===== src/rtl/mnd_pkg.sv =====
package mnd_pkg;
  typedef enum logic [1:0] {
    MN_OFF        = 2'd0,
    MN_SINGLE     = 2'd1,
    MN_DUAL       = 2'd2,
    MN_SINGLE_ALT = 2'd3
  } mn_mode_e;
endpackage


===== src/rtl/mnd_mn_decode.sv =====
module mnd_mn_decode #(
  parameter int MW = 8
) (
  input  logic [1:0]  mode_i,
  input  logic [MW-1:0] m_i,
  input  logic [MW-1:0] ninv_i,
  output logic [MW:0] n_eff_o,
  output logic        active_o,
  output logic        dual_o
);
  import mnd_pkg::*;

  always_comb begin
    n_eff_o  = {1'b0, ~ninv_i} + {1'b0, m_i};
    active_o = (mode_i != MN_OFF) && (n_eff_o != '0);
    dual_o   = (mode_i == MN_DUAL) && active_o && ({1'b0, m_i} != n_eff_o);
  end
endmodule


===== src/rtl/mnd_halfstep_pre.sv =====
module mnd_halfstep_pre #(
  parameter int HW = 5
) (
  input  logic          clk,
  input  logic          rst_n,
  input  logic          restart,
  input  logic [HW-1:0] div_h,
  output logic          tick
);
  localparam int AW = HW + 2;

  logic [AW-1:0] acc_q, acc_d, base, sum, lim;

  always_comb begin
    base = restart ? '0 : acc_q;
    sum  = base + AW'(2);
    lim  = {2'b00, div_h} + AW'(1);
    if (div_h == '0) begin
      tick  = 1'b1;
      acc_d = '0;
    end else if (sum >= lim) begin
      tick  = 1'b1;
      acc_d = sum - lim;
    end else begin
      tick  = 1'b0;
      acc_d = sum;
    end
  end

  always_ff @(posedge clk or negedge rst_n) begin
    if (!rst_n) acc_q <= '0;
    else        acc_q <= acc_d;
  end

  // the half-step residue never reaches the divide limit
  p_pre_acc_range_r3: assert property (@(posedge clk) disable iff (!rst_n)
    (!restart && div_h != '0) |-> (acc_q <= {2'b00, div_h}));

  // a ratio of 2 or more never yields two ticks in a row
  p_no_adjacent_r4: assert property (@(posedge clk) disable iff (!rst_n)
    (div_h >= HW'(3) && tick) |=> (restart || !tick));
endmodule


===== src/rtl/mnd_mn_accum.sv =====
module mnd_mn_accum #(
  parameter int MW = 8
) (
  input  logic          clk,
  input  logic          rst_n,
  input  logic          restart,
  input  logic          step,
  input  logic          active,
  input  logic [MW-1:0] m_val,
  input  logic [MW:0]   n_val,
  output logic          pulse
);
  localparam int AW = MW + 2;

  logic [AW-1:0] acc_q, acc_d, base, sum, n_ext;

  always_comb begin
    base  = restart ? '0 : acc_q;
    sum   = base + {2'b00, m_val};
    n_ext = {1'b0, n_val};
    pulse = 1'b0;
    acc_d = base;
    if (!active) begin
      pulse = step;
      acc_d = '0;
    end else if (step) begin
      if (sum >= n_ext) begin
        pulse = 1'b1;
        acc_d = sum - n_ext;
      end else begin
        acc_d = sum;
      end
    end
  end

  always_ff @(posedge clk or negedge rst_n) begin
    if (!rst_n) acc_q <= '0;
    else        acc_q <= acc_d;
  end

  // the fractional residue stays below n while the stage is on
  p_mn_acc_range_r5: assert property (@(posedge clk) disable iff (!rst_n)
    (active && !restart) |-> (acc_q < {1'b0, n_val}));

  // a bypassed stage passes every tick straight through
  p_bypass_pass_r6: assert property (@(posedge clk) disable iff (!rst_n)
    (!active) |-> (pulse == step));
endmodule


===== src/rtl/mnd_frac_clkgen.sv =====
module mnd_frac_clkgen #(
  parameter int HW = 5,
  parameter int MW = 8
) (
  input  logic          clk,
  input  logic          rst_n,
  input  logic [HW-1:0] cfg_div,
  input  logic [1:0]    cfg_mode,
  input  logic [MW-1:0] cfg_m,
  input  logic [MW-1:0] cfg_n,
  output logic          out_en,
  output logic          out_tgl
);
  localparam int NW = MW + 1;

  // shadow (active) settings
  logic [HW-1:0] h_q, h_d;
  logic [1:0]    mode_q, mode_d;
  logic [MW-1:0] m_q, m_d, ninv_q, ninv_d;
  logic          fresh_q;
  logic          en_q, en_d, tgl_q, tgl_d;

  logic [NW-1:0] sh_n, ef_n;
  logic          sh_active, sh_dual, ef_active, ef_dual;
  logic          boundary, changed, do_load;
  logic [HW-1:0] ef_h;
  logic [1:0]    ef_mode;
  logic [MW-1:0] ef_m, ef_ninv;
  logic          tick, pulse;

  mnd_mn_decode #(.MW(MW)) u_dec_shadow (
    .mode_i(mode_q), .m_i(m_q), .ninv_i(ninv_q),
    .n_eff_o(sh_n), .active_o(sh_active), .dual_o(sh_dual)
  );

  always_comb begin
    boundary = en_q | fresh_q | (sh_active & (m_q == '0));
    changed  = {cfg_div, cfg_mode, cfg_m, cfg_n} != {h_q, mode_q, m_q, ninv_q};
    do_load  = boundary & changed;
    ef_h     = do_load ? cfg_div  : h_q;
    ef_mode  = do_load ? cfg_mode : mode_q;
    ef_m     = do_load ? cfg_m    : m_q;
    ef_ninv  = do_load ? cfg_n    : ninv_q;
  end

  mnd_mn_decode #(.MW(MW)) u_dec_eff (
    .mode_i(ef_mode), .m_i(ef_m), .ninv_i(ef_ninv),
    .n_eff_o(ef_n), .active_o(ef_active), .dual_o(ef_dual)
  );

  mnd_halfstep_pre #(.HW(HW)) u_pre (
    .clk(clk), .rst_n(rst_n), .restart(do_load), .div_h(ef_h), .tick(tick)
  );

  mnd_mn_accum #(.MW(MW)) u_mn (
    .clk(clk), .rst_n(rst_n), .restart(do_load), .step(tick),
    .active(ef_active), .m_val(ef_m), .n_val(ef_n), .pulse(pulse)
  );

  always_comb begin
    h_d    = ef_h;
    mode_d = ef_mode;
    m_d    = ef_m;
    ninv_d = ef_ninv;
    en_d   = pulse;
    tgl_d  = ef_dual ? ((do_load ? 1'b0 : tgl_q) ^ pulse) : 1'b0;
  end

  always_ff @(posedge clk or negedge rst_n) begin
    if (!rst_n) begin
      h_q     <= '0;
      mode_q  <= '0;
      m_q     <= '0;
      ninv_q  <= '0;
      fresh_q <= 1'b1;
      en_q    <= 1'b0;
      tgl_q   <= 1'b0;
    end else begin
      h_q     <= h_d;
      mode_q  <= mode_d;
      m_q     <= m_d;
      ninv_q  <= ninv_d;
      fresh_q <= 1'b0;
      en_q    <= en_d;
      tgl_q   <= tgl_d;
    end
  end

  assign out_en  = en_q;
  assign out_tgl = tgl_q;

  // settings move only at a period boundary
  p_load_at_edge_r8: assert property (@(posedge clk) disable iff (!rst_n)
    !boundary |=> ($stable(h_q) && $stable(mode_q) && $stable(m_q) && $stable(ninv_q)));

  // toggle stays low outside dual-edge mode
  p_tgl_quiet_r10: assert property (@(posedge clk) disable iff (!rst_n)
    !sh_dual |-> !out_tgl);

  // toggle rises only together with a pulse
  p_tgl_rise_r10: assert property (@(posedge clk) disable iff (!rst_n)
    $rose(out_tgl) |-> out_en);

  // the recovered n is never below m while the stage is on
  p_m_le_n_r5: assert property (@(posedge clk) disable iff (!rst_n)
    sh_active |-> ({1'b0, m_q} <= sh_n));
endmodule


===== config.mk =====
export PLATFORM = sky130hd
export DESIGN_NAME = mnd_frac_clkgen
export DESIGN_NICKNAME = d
export VERILOG_FILES = /design/src/rtl/mnd_pkg.sv /design/src/rtl/mnd_mn_decode.sv /design/src/rtl/mnd_halfstep_pre.sv /design/src/rtl/mnd_mn_accum.sv /design/src/rtl/mnd_frac_clkgen.sv
export SDC_FILE = /design/constraint.sdc
export NUM_CORES = 1
export LEC_CHECK = 0
export ABC_CLOCK_PERIOD_IN_PS = 17400
export BUFFER_PORTS_ARGS = -buffer_cell sky130_fd_sc_hd__buf_2
export CORE_MARGIN = 3
export CORE_UTILIZATION = 45
export DETAILED_ROUTE_END_ITERATION = 16
export PLACE_DENSITY_LB_ADDON = 0.25
export SKIP_LAST_GASP = 1
export SYNTH_ARGS = -nofsm -noshare
export SYNTH_HDL_FRONTEND = slang
export SYNTH_SLANG_ARGS = --single-unit

===== constraint.sdc =====
create_clock -name clk -period 17.4 [get_ports clk]
set_input_delay 3.48 -clock clk [delete_from_list [all_inputs] [get_ports clk]]
set_output_delay 3.48 -clock clk [all_outputs]
set_load 0.005 [all_outputs]

==> qor.csv, run 1 <==
metric;value;unit
Area Growth Syn to Fin;6.992;%
Synth cell types;71;
maximum number of pins on one net before global-route repair;53;
drt drc;0;
initial antenna violation count;0;
CTS tree;done;
Top FF cell, synth;dfrtp_1;
post-synthesis register bit count;43;
Synth Instances;574;
vias;4147;
Post-CTS Hold Fix Bufs;0;
final setup violating endpoints;0;
total track usage;0.2233;
number of synthesized flops with an enable pin;0;
Power per Cell Area;191.0;nW/um2
syn avg cell area;8.355;um2
Peak supply drop;0.0001017;V
die area;11930;um2
number of buffers added for setup after CTS;0;
CP required;17620;ps
FP Rows;37;
WL final;12530;um
Power Total;0.9800;mW
most common cell after layout, fill and taps aside;xnor2_1;
final clock skew;3.281;ps
clock slew seen by the registers of the worst setup and hold paths;100;ps
Yosys warning count;0;
PortBufs;26;
Syn Std Cell Area;4796;um2
reg2reg setup slack;9600;ps
Worst Min Path Start;ninv_q[7]$_DFF_PN0_;
Clock Tree Root;clkbuf_8;
Mapped Nets;636;
Hold Path End;ninv_q[7]$_DFF_PN0_;
Die Y;109.2;um
dpl cell area;5015;um2
post-synthesis sequential area ratio;0.2246;
clock tree buffer depth;2;
Peak Freq;99.59;MHz
DP Wirelength;9694;um
routed vias/inst;5.736;
mean routed wirelength per cell;17.34;um
crit path max fanout;26;
worst slew pin tran;1033;ps
clock latency at the later pin of the worst-skew pair;310;ps
fin nets;648;
ant diodes;0;
Critical Path End Type;flop;
R2R Path End;u_mn.acc_q[8]$_DFF_PN0_;
number of CTS-inserted buffers;5;
vias in the first global route;4319;
crit path kind;in -> reg;
post-synthesis async set-or-reset flop share;1.000;
Worst Hold Class;reg -> reg;
RSZ-0062 raised after global routing;no;
Resized cells post-CTS;0;
antenna-violating nets left;0;
period utilisation layout;0.5771;
Max H-tree Level;2;
layout cells sized above 1;0.08688;
Pre-Repair DR Iteration Count;5;
result of the run;completed;
relative slew slack;0.3113;
maxcap violations;0;
crit path DAT;10260;ps
FF-to-FF Start;m_q[1]$_DFF_PN0_;
Die Span X;109.2;um
top-level port count;27;
Core Region;10320;um2
setup TNS;0;ps
Worst Reg-to-Reg Cells;27;
Hold Path Stages;2;
Setup crit start;cfg_m[2];
gr ovfl total;0;
Setup crit start kind;primary input;
Final Hold Viols;0;
design area;5131;um2
max-slew violation count;0;
most frequent cells in the layout;xnor2_1 (49), xor2_1 (45), nor2_1 (44);
first-pass GRT wire length;21140;um
starting DRC count in detailed routing;269;
clk sink count;43;
starting density of the core;0.4645;
routability cong.;0.9690;
Leak;2.325;nW
min Tclk post-route;10040;ps
==> cell families after synthesis <==
kind of cell,count (synthesis),share of synthesized area
AND/OR/NAND/NOR,171,0.1816
AO/OA/AOI/OAI,132,0.1905
XOR/XNOR,95,0.1764
buffers and inverters,63,0.05322
adder cells (fa/ha/maj),44,0.1158
flip-flops,43,0.2246
multiplexers,25,0.05713
other,1,0.0007819
==> power breakdown <==
part	internal [mW]	switching [mW]	total, mW
clock	0.0437	0.0434	0.0871
combinational	0.311	0.412	0.722
sequential	0.133	0.0378	0.170
total	0.487	0.493	0.980
==> cell usage after synthesis, types with 8 or more instances <==
cell,number,area share
a211oi_1,9,0.014
ha_1,34,0.089
nand3_1,9,0.0094
xnor2_1,49,0.089
clkbuf_1,15,0.012
nor3_1,10,0.010
nor2_1,44,0.034
nor2b_1,12,0.016
a31oi_1,8,0.010
a21oi_1,32,0.033
mux2i_1,21,0.044
a21o_1,14,0.022
nand2b_1,9,0.012
dfrtp_1,42,0.22
nand2_1,42,0.033
inv_1,39,0.031
o21ai_0,32,0.033
xor2_1,45,0.082
==> per-stage QoR <==
step / util / worst slack [ps] / hold WS [ps] / std cells
2_1_floorplan: - / 7722 / 520.3 / 574
3_3_place_gp: 0.4858 / 7458 / 571.5 / 715
3_5_place_dp: 0.4858 / 7185 / 585.2 / 715
4_1_cts: 0.4970 / 7462 / 607.0 / 723
5_1_grt: 0.4970 / 6854 / 644.6 / 723
6_report: 0.4970 / 7359 / 601.5 / 723
==> state kept, by name, indices dropped and copies added, names as in the netlist <==
register	flops
u_mn.acc_q	10
out_en	1
mode_q	2
out_tgl	1
u_pre.acc_q	7
ninv_q	8
m_q	8
fresh_q	1
h_q	5
==> cell type report <==
| type | count | area [um2] |
|---|---|---|
| fill | 1017 | 5192 |
| multi-input combinational | 468 | 3468 |
| sequential | 43 | 1077 |
| tap | 136 | 170.2 |
| timing repair buffer | 29 | 152.6 |
| inverter | 39 | 146.4 |
| clock buffer | 5 | 68.82 |
| clock inverter | 3 | 47.55 |
==> worst max-delay path by stage <==
stage	endpoint	slack, ps	cells past startpoint
finish	u_mn.acc_q[8]$_DFF_PN0_	7360	24
detailed placement	u_mn.acc_q[8]$_DFF_PN0_	7180	24
global placement	u_mn.acc_q[8]$_DFF_PN0_	7460	26
floorplan	u_mn.acc_q[8]$_DFF_PN0_	7720	29
CTS	u_mn.acc_q[8]$_DFF_PN0_	7460	24
global route	u_mn.acc_q[8]$_DFF_PN0_	6850	24
==> worst max-delay path, cell delays in order <==
cell      delay, ps
buf_2           170
xor2_1          160
nor4_1          480
nand2_1         100
o32ai_1         360
or2_1           710
buf_4           420
mux2i_1         280
ha_1            270
ha_1            290
inv_1            60
a31oi_1         170
a21oi_1         160
maj3_1          410
maj3_1          390
mux2i_1         270
a31oi_1         220
ha_1            540
nor4b_1         270
nand2_1          70
or4_1           410
o21ai_0         190
a221oi_1         80
a211oi_1        250
==> routing by layer <==
metal | vias up | share of wire | track usage
met3 | 15 | 0.040 | 0.02901
met1 | 2010 | 0.47 | 0.2959
li1 | 2035 | - | -
met2 | 87 | 0.48 | 0.3868
met4 | 0 | 0.015 | 0.05165
met5 | - | 0 | 0
Power figures use the tool's default switching activity.
==> run 2, diff against run 1 <==
--- a/config.mk
+++ b/config.mk
@@ -5,7 +5,7 @@
 export SDC_FILE = /design/constraint.sdc
 export NUM_CORES = 1
 export LEC_CHECK = 0
-export ABC_CLOCK_PERIOD_IN_PS = 17400
+export ABC_CLOCK_PERIOD_IN_PS = 8200
 export BUFFER_PORTS_ARGS = -buffer_cell sky130_fd_sc_hd__buf_2
 export CORE_MARGIN = 3
 export CORE_UTILIZATION = 45
==> constraint.sdc (replaced) <==
create_clock -name clk -period 8.2 [get_ports clk]
set_input_delay 1.64 -clock clk [delete_from_list [all_inputs] [get_ports clk]]
set_output_delay 1.64 -clock clk [all_outputs]
set_load 0.005 [all_outputs]
==> qor.csv, run 2 (synthesis results as in run 1) <==
metric;value;unit
Setup crit start kind;primary input;
top-level port count;27;
Leak;2.329;nW
Post-CTS Hold Fix Bufs;0;
Die Span X;109.2;um
routability cong.;0.8898;
CP required;8420;ps
dpl cell area;5022;um2
total track usage;0.2246;
cell repeated most along the worst path;ha_1;
setup TNS;0;ps
Resized cells post-CTS;0;
drt drc;0;
RSZ-0062 raised after global routing;no;
most frequent cells in the layout;xnor2_1 (49), xor2_1 (45), nor2_1 (44);
gr ovfl total;0;
Clock Tree Root;clkbuf_8;
final setup violating endpoints;0;
Hold Path Stages;2;
Post-Place Worst Slack;485.5;ps
maxcap violations;0;
Die Y;109.2;um
Area Growth Syn to Fin;7.148;%
initial antenna violation count;0;
Pre-Repair DR Iteration Count;5;
CTS tree;done;
first-pass GRT wire length;21130;um
vias in the first global route;4185;
Final Hold Viols;0;
max FFs per register;10;
most common cell after layout, fill and taps aside;xnor2_1;
die area;11930;um2
Worst Path Buf+Inv;3;
number of CTS-inserted buffers;5;
DP Wirelength;9709;um
clock latency at the later pin of the worst-skew pair;310;ps
antenna-violating nets left;0;
final worst setup slack;641.0;ps
Peak supply drop;0.0002357;V
WP depth;25;
clock slew seen by the registers of the worst setup and hold paths;110;ps
clk sink count;43;
crit path max-delay cell type;nor4_1;
maximum number of pins on one net before global-route repair;44;
crit path kind;in -> reg;
ant diodes;0;
kind of cell adding the most delay to the critical path;simple AND/OR/NAND/NOR gates;
worst slew pin tran;1086;ps
design area;5139;um2
layout cells sized above 1;0.08844;
WL final;12730;um
starting DRC count in detailed routing;400;
PortBufs;26;
clock tree buffer depth;2;
max-slew violation count;0;
Top Registers;u_mn.acc_q (10), m_q (8), ninv_q (8);
fin nets;649;
slowest stage delay, CP;450;ps
vias;4160;
crit path max fanout;7;
starting density of the core;0.4645;
routed vias/inst;5.746;
min Tclk post-route;7559;ps
result of the run;completed;
Reg with most FFs;u_mn.acc_q;
crit path DAT;7780;ps
final clock skew;13.96;ps
relative slew slack;0.2763;
Peak Freq;132.3;MHz
period utilisation layout;0.9218;
Max H-tree Level;2;
Power per Cell Area;406.5;nW/um2
Core Region;10320;um2
Worst Reg-to-Reg Cells;27;
FP Rows;37;
number of buffers added for setup after CTS;0;
Critical Path End Type;flop;
mean routed wirelength per cell;17.58;um
Worst Hold Class;reg -> reg;
## run 2: cell types whose count changed in the layout (fill, tap and decap cells not counted), sizes merged
cell,delta
buf,+1
## run 2: routing by layer
layer	track usage	up-vias	routed length (um)
li1	-	2036	-
met2	0.3825	120	6145
met4	0.04541	0	111
met1	0.3061	1993	5675
met5	0	-	0
met3	0.02842	11	798
## run 2: metrics by stage
step / util / instances / hold WS [ps] / power [mW]
final: 0.4978 / 724 / 604.1 / 2.089
after detailed placement: 0.4865 / 716 / 578.6 / 1.881
after global routing: 0.4978 / 724 / 638.0 / 2.274
after floorplan: - / 574 / 520.3 / 1.570
after global placement: 0.4865 / 716 / 573.4 / 1.850
after CTS: 0.4978 / 724 / 603.8 / 2.080
## run 2: final timing paths
path / to / start / slack, ps
max: u_mn.acc_q[8]$_DFF_PN0_ / cfg_n[3] / 640
min: h_q[1]$_DFF_PN0_ / h_q[1]$_DFF_PN0_ / 600
max reg2reg: u_mn.acc_q[8]$_DFF_PN0_ / m_q[1]$_DFF_PN0_ / 980
min in group asynchronous: ninv_q[1]$_DFF_PN0_ / rst_n / 1520
max in group asynchronous: u_pre.acc_q[3]$_DFF_PN0_ / rst_n / 6010
min reg2reg: h_q[1]$_DFF_PN0_ / h_q[1]$_DFF_PN0_ / 600
## run 2: cell type report
| cell class | count | area (um2) |
|---|---|---|
| clock buffers | 5 | 68.82 |
| repair buffers | 30 | 160.2 |
| flip-flops and latches | 43 | 1077 |
| fillers | 992 | 5185 |
| multi-input cells | 468 | 3468 |
| well taps | 136 | 170.2 |
| clock inverters | 3 | 47.55 |
| inverters | 39 | 146.4 |
## run 2: where the power goes
part	total [mW]	internal [mW]	switching, mW
clock network	0.185	0.0927	0.0922
registers	0.360	0.281	0.0784
logic	1.54	0.663	0.881
## run 2: tightest hold or removal path, stage by stage, from the launching register on
cell	delay, ps
dfrtp_1	380
mux2i_1	100
inv_1	100
==> run 3, diff against run 2 <==
--- a/config.mk
+++ b/config.mk
@@ -8,7 +8,7 @@
 export ABC_CLOCK_PERIOD_IN_PS = 8200
 export BUFFER_PORTS_ARGS = -buffer_cell sky130_fd_sc_hd__buf_2
 export CORE_MARGIN = 3
-export CORE_UTILIZATION = 45
+export CORE_UTILIZATION = 55
 export DETAILED_ROUTE_END_ITERATION = 16
 export PLACE_DENSITY_LB_ADDON = 0.25
 export SKIP_LAST_GASP = 1
==> qor.csv, run 3 (synthesis results as in run 1) <==
metric;value;unit
result of the run;completed;
worst hold slack;595.9;ps
final clock skew;17.06;ps
Resized cells post-CTS;0;
Leak;2.340;nW
Peak Freq;135.1;MHz
drt drc;0;
relative slew slack;0.3004;
WL final;12340;um
Setup crit start kind;primary input;
most common cell after layout, fill and taps aside;xnor2_1;
min Tclk post-route;7401;ps
Hold Path Stages;2;
Area Growth Syn to Fin;6.914;%
most frequent cells in the layout;xnor2_1 (49), xor2_1 (45), nor2_1 (44);
worst slew pin tran;1049;ps
number of buffers added for setup after CTS;0;
clock latency at the later pin of the worst-skew pair;310;ps
Worst Reg-to-Reg Cells;27;
PortBufs;26;
Finished Core Util;0.6148;
RSZ-0062 raised after global routing;no;
starting density of the core;0.5750;
FP Rows;33;
Die Y;99.38;um
vias;4185;
Post-Place Worst Slack;651.9;ps
initial antenna violation count;0;
Final Hold Viols;0;
Core Region;8341;um2
Critical Path End Type;flop;
max FFs per register;10;
Max H-tree Level;2;
top-level port count;27;
routed vias/inst;6.030;
fin nets;650;
clock slew seen by the registers of the worst setup and hold paths;90;ps
Reg with most FFs;u_mn.acc_q;
period utilisation layout;0.9026;
layout cells sized above 1;0.08998;
Peak supply drop;0.0001903;V
die area;9876;um2
max-slew violation count;0;
CTS tree;done;
Worst Hold Class;reg -> reg;
Clock Tree Root;clkbuf_8;
CP required;8420;ps
crit path max fanout;10;
final worst setup slack;798.9;ps
vias in the first global route;4229;
first-pass GRT wire length;21090;um
mean routed wirelength per cell;17.79;um
clk sink count;43;
maximum number of pins on one net before global-route repair;44;
number of CTS-inserted buffers;5;
starting DRC count in detailed routing;242;
Layout fillers;741;
routability cong.;0.8926;
Die Span X;99.38;um
Post-CTS Hold Fix Bufs;0;
DP Wirelength;9653;um
Power per Cell Area;411.1;nW/um2
gr ovfl total;0;
crit path DAT;7620;ps
antenna-violating nets left;0;
Top Registers;u_mn.acc_q (10), m_q (8), ninv_q (8);
ant diodes;0;
maxcap violations;0;
total track usage;0.2624;
setup TNS;0;ps
crit path kind;in -> reg;
clock tree buffer depth;2;
final setup violating endpoints;0;
Pre-Repair DR Iteration Count;7;
-- run 3: cell count changes in the layout (fill, tap and decap cells not counted) --
cell,delta
buf_4,+1
bufinv_16,+1
clkinv_4,-1
clkinvlp_4,+1
inv_6,-1
-- run 3: worst paths after layout --
path / start / endpoint / slack [ps]
min in group asynchronous: rst_n / ninv_q[1]$_DFF_PN0_ / 1500
hold reg to reg: ninv_q[7]$_DFF_PN0_ / ninv_q[7]$_DFF_PN0_ / 600
max in group asynchronous: rst_n / u_pre.acc_q[6]$_DFF_PN0_ / 6040
setup / recovery: cfg_m[2] / u_mn.acc_q[8]$_DFF_PN0_ / 800
setup reg to reg: m_q[1]$_DFF_PN0_ / u_mn.acc_q[8]$_DFF_PN0_ / 1050
hold / removal: ninv_q[7]$_DFF_PN0_ / ninv_q[7]$_DFF_PN0_ / 600
-- run 3: power breakdown --
| group | internal, mW | switching (mW) |
|---|---|---|
| combinational | 0.664 | 0.875 |
| sequential | 0.282 | 0.0801 |
| clock | 0.122 | 0.0857 |
-- run 3: worst max-delay path, stage by stage --
cell and delay, ps:
buf_2 170, xor2_1 160, nor4_1 490, nand2_1 110, o32ai_1 400, or2_1 350, mux2i_1 280, ha_1 280
ha_1 300, inv_1 70, a31oi_1 200, a21oi_1 180, maj3_1 410, maj3_1 400, mux2i_1 240, a31oi_1 210
ha_1 540, nor4b_1 270, nand2_1 70, or4_1 400, o21ai_0 150, a221oi_1 70, a211oi_1 210
-- run 3: metrics by stage --
stage	area (um2)	power (mW)	instances
global placement	4991	1.835	686
detailed placement	4991	1.883	686
finish	5127	2.108	694
floorplan	4796	1.570	574
CTS	5127	2.102	694
global route	5127	2.304	694
-- run 3: cell type report --
| class | instances | area (um2) | share of cell area |
|---|---|---|---|
| multi-input cells | 468 | 3468 | 0.6764 |
| flip-flops and latches | 43 | 1077 | 0.2101 |
| repair buffers | 31 | 167.7 | 0.03270 |
| inverters | 39 | 146.4 | 0.02855 |
| well taps | 105 | 131.4 | 0.02562 |
| clock buffers | 5 | 68.82 | 0.01342 |
| clock inverters | 3 | 67.56 | 0.01318 |
-- run 3: layer usage --
metal | part of all wire | vias to the layer above | track usage
met5 | 0 | - | 0
met4 | 0.018 | 0 | 0.07458
met3 | 0.050 | 20 | 0.03226
met2 | 0.49 | 137 | 0.4411
met1 | 0.44 | 1986 | 0.3558
li1 | - | 2042 | -
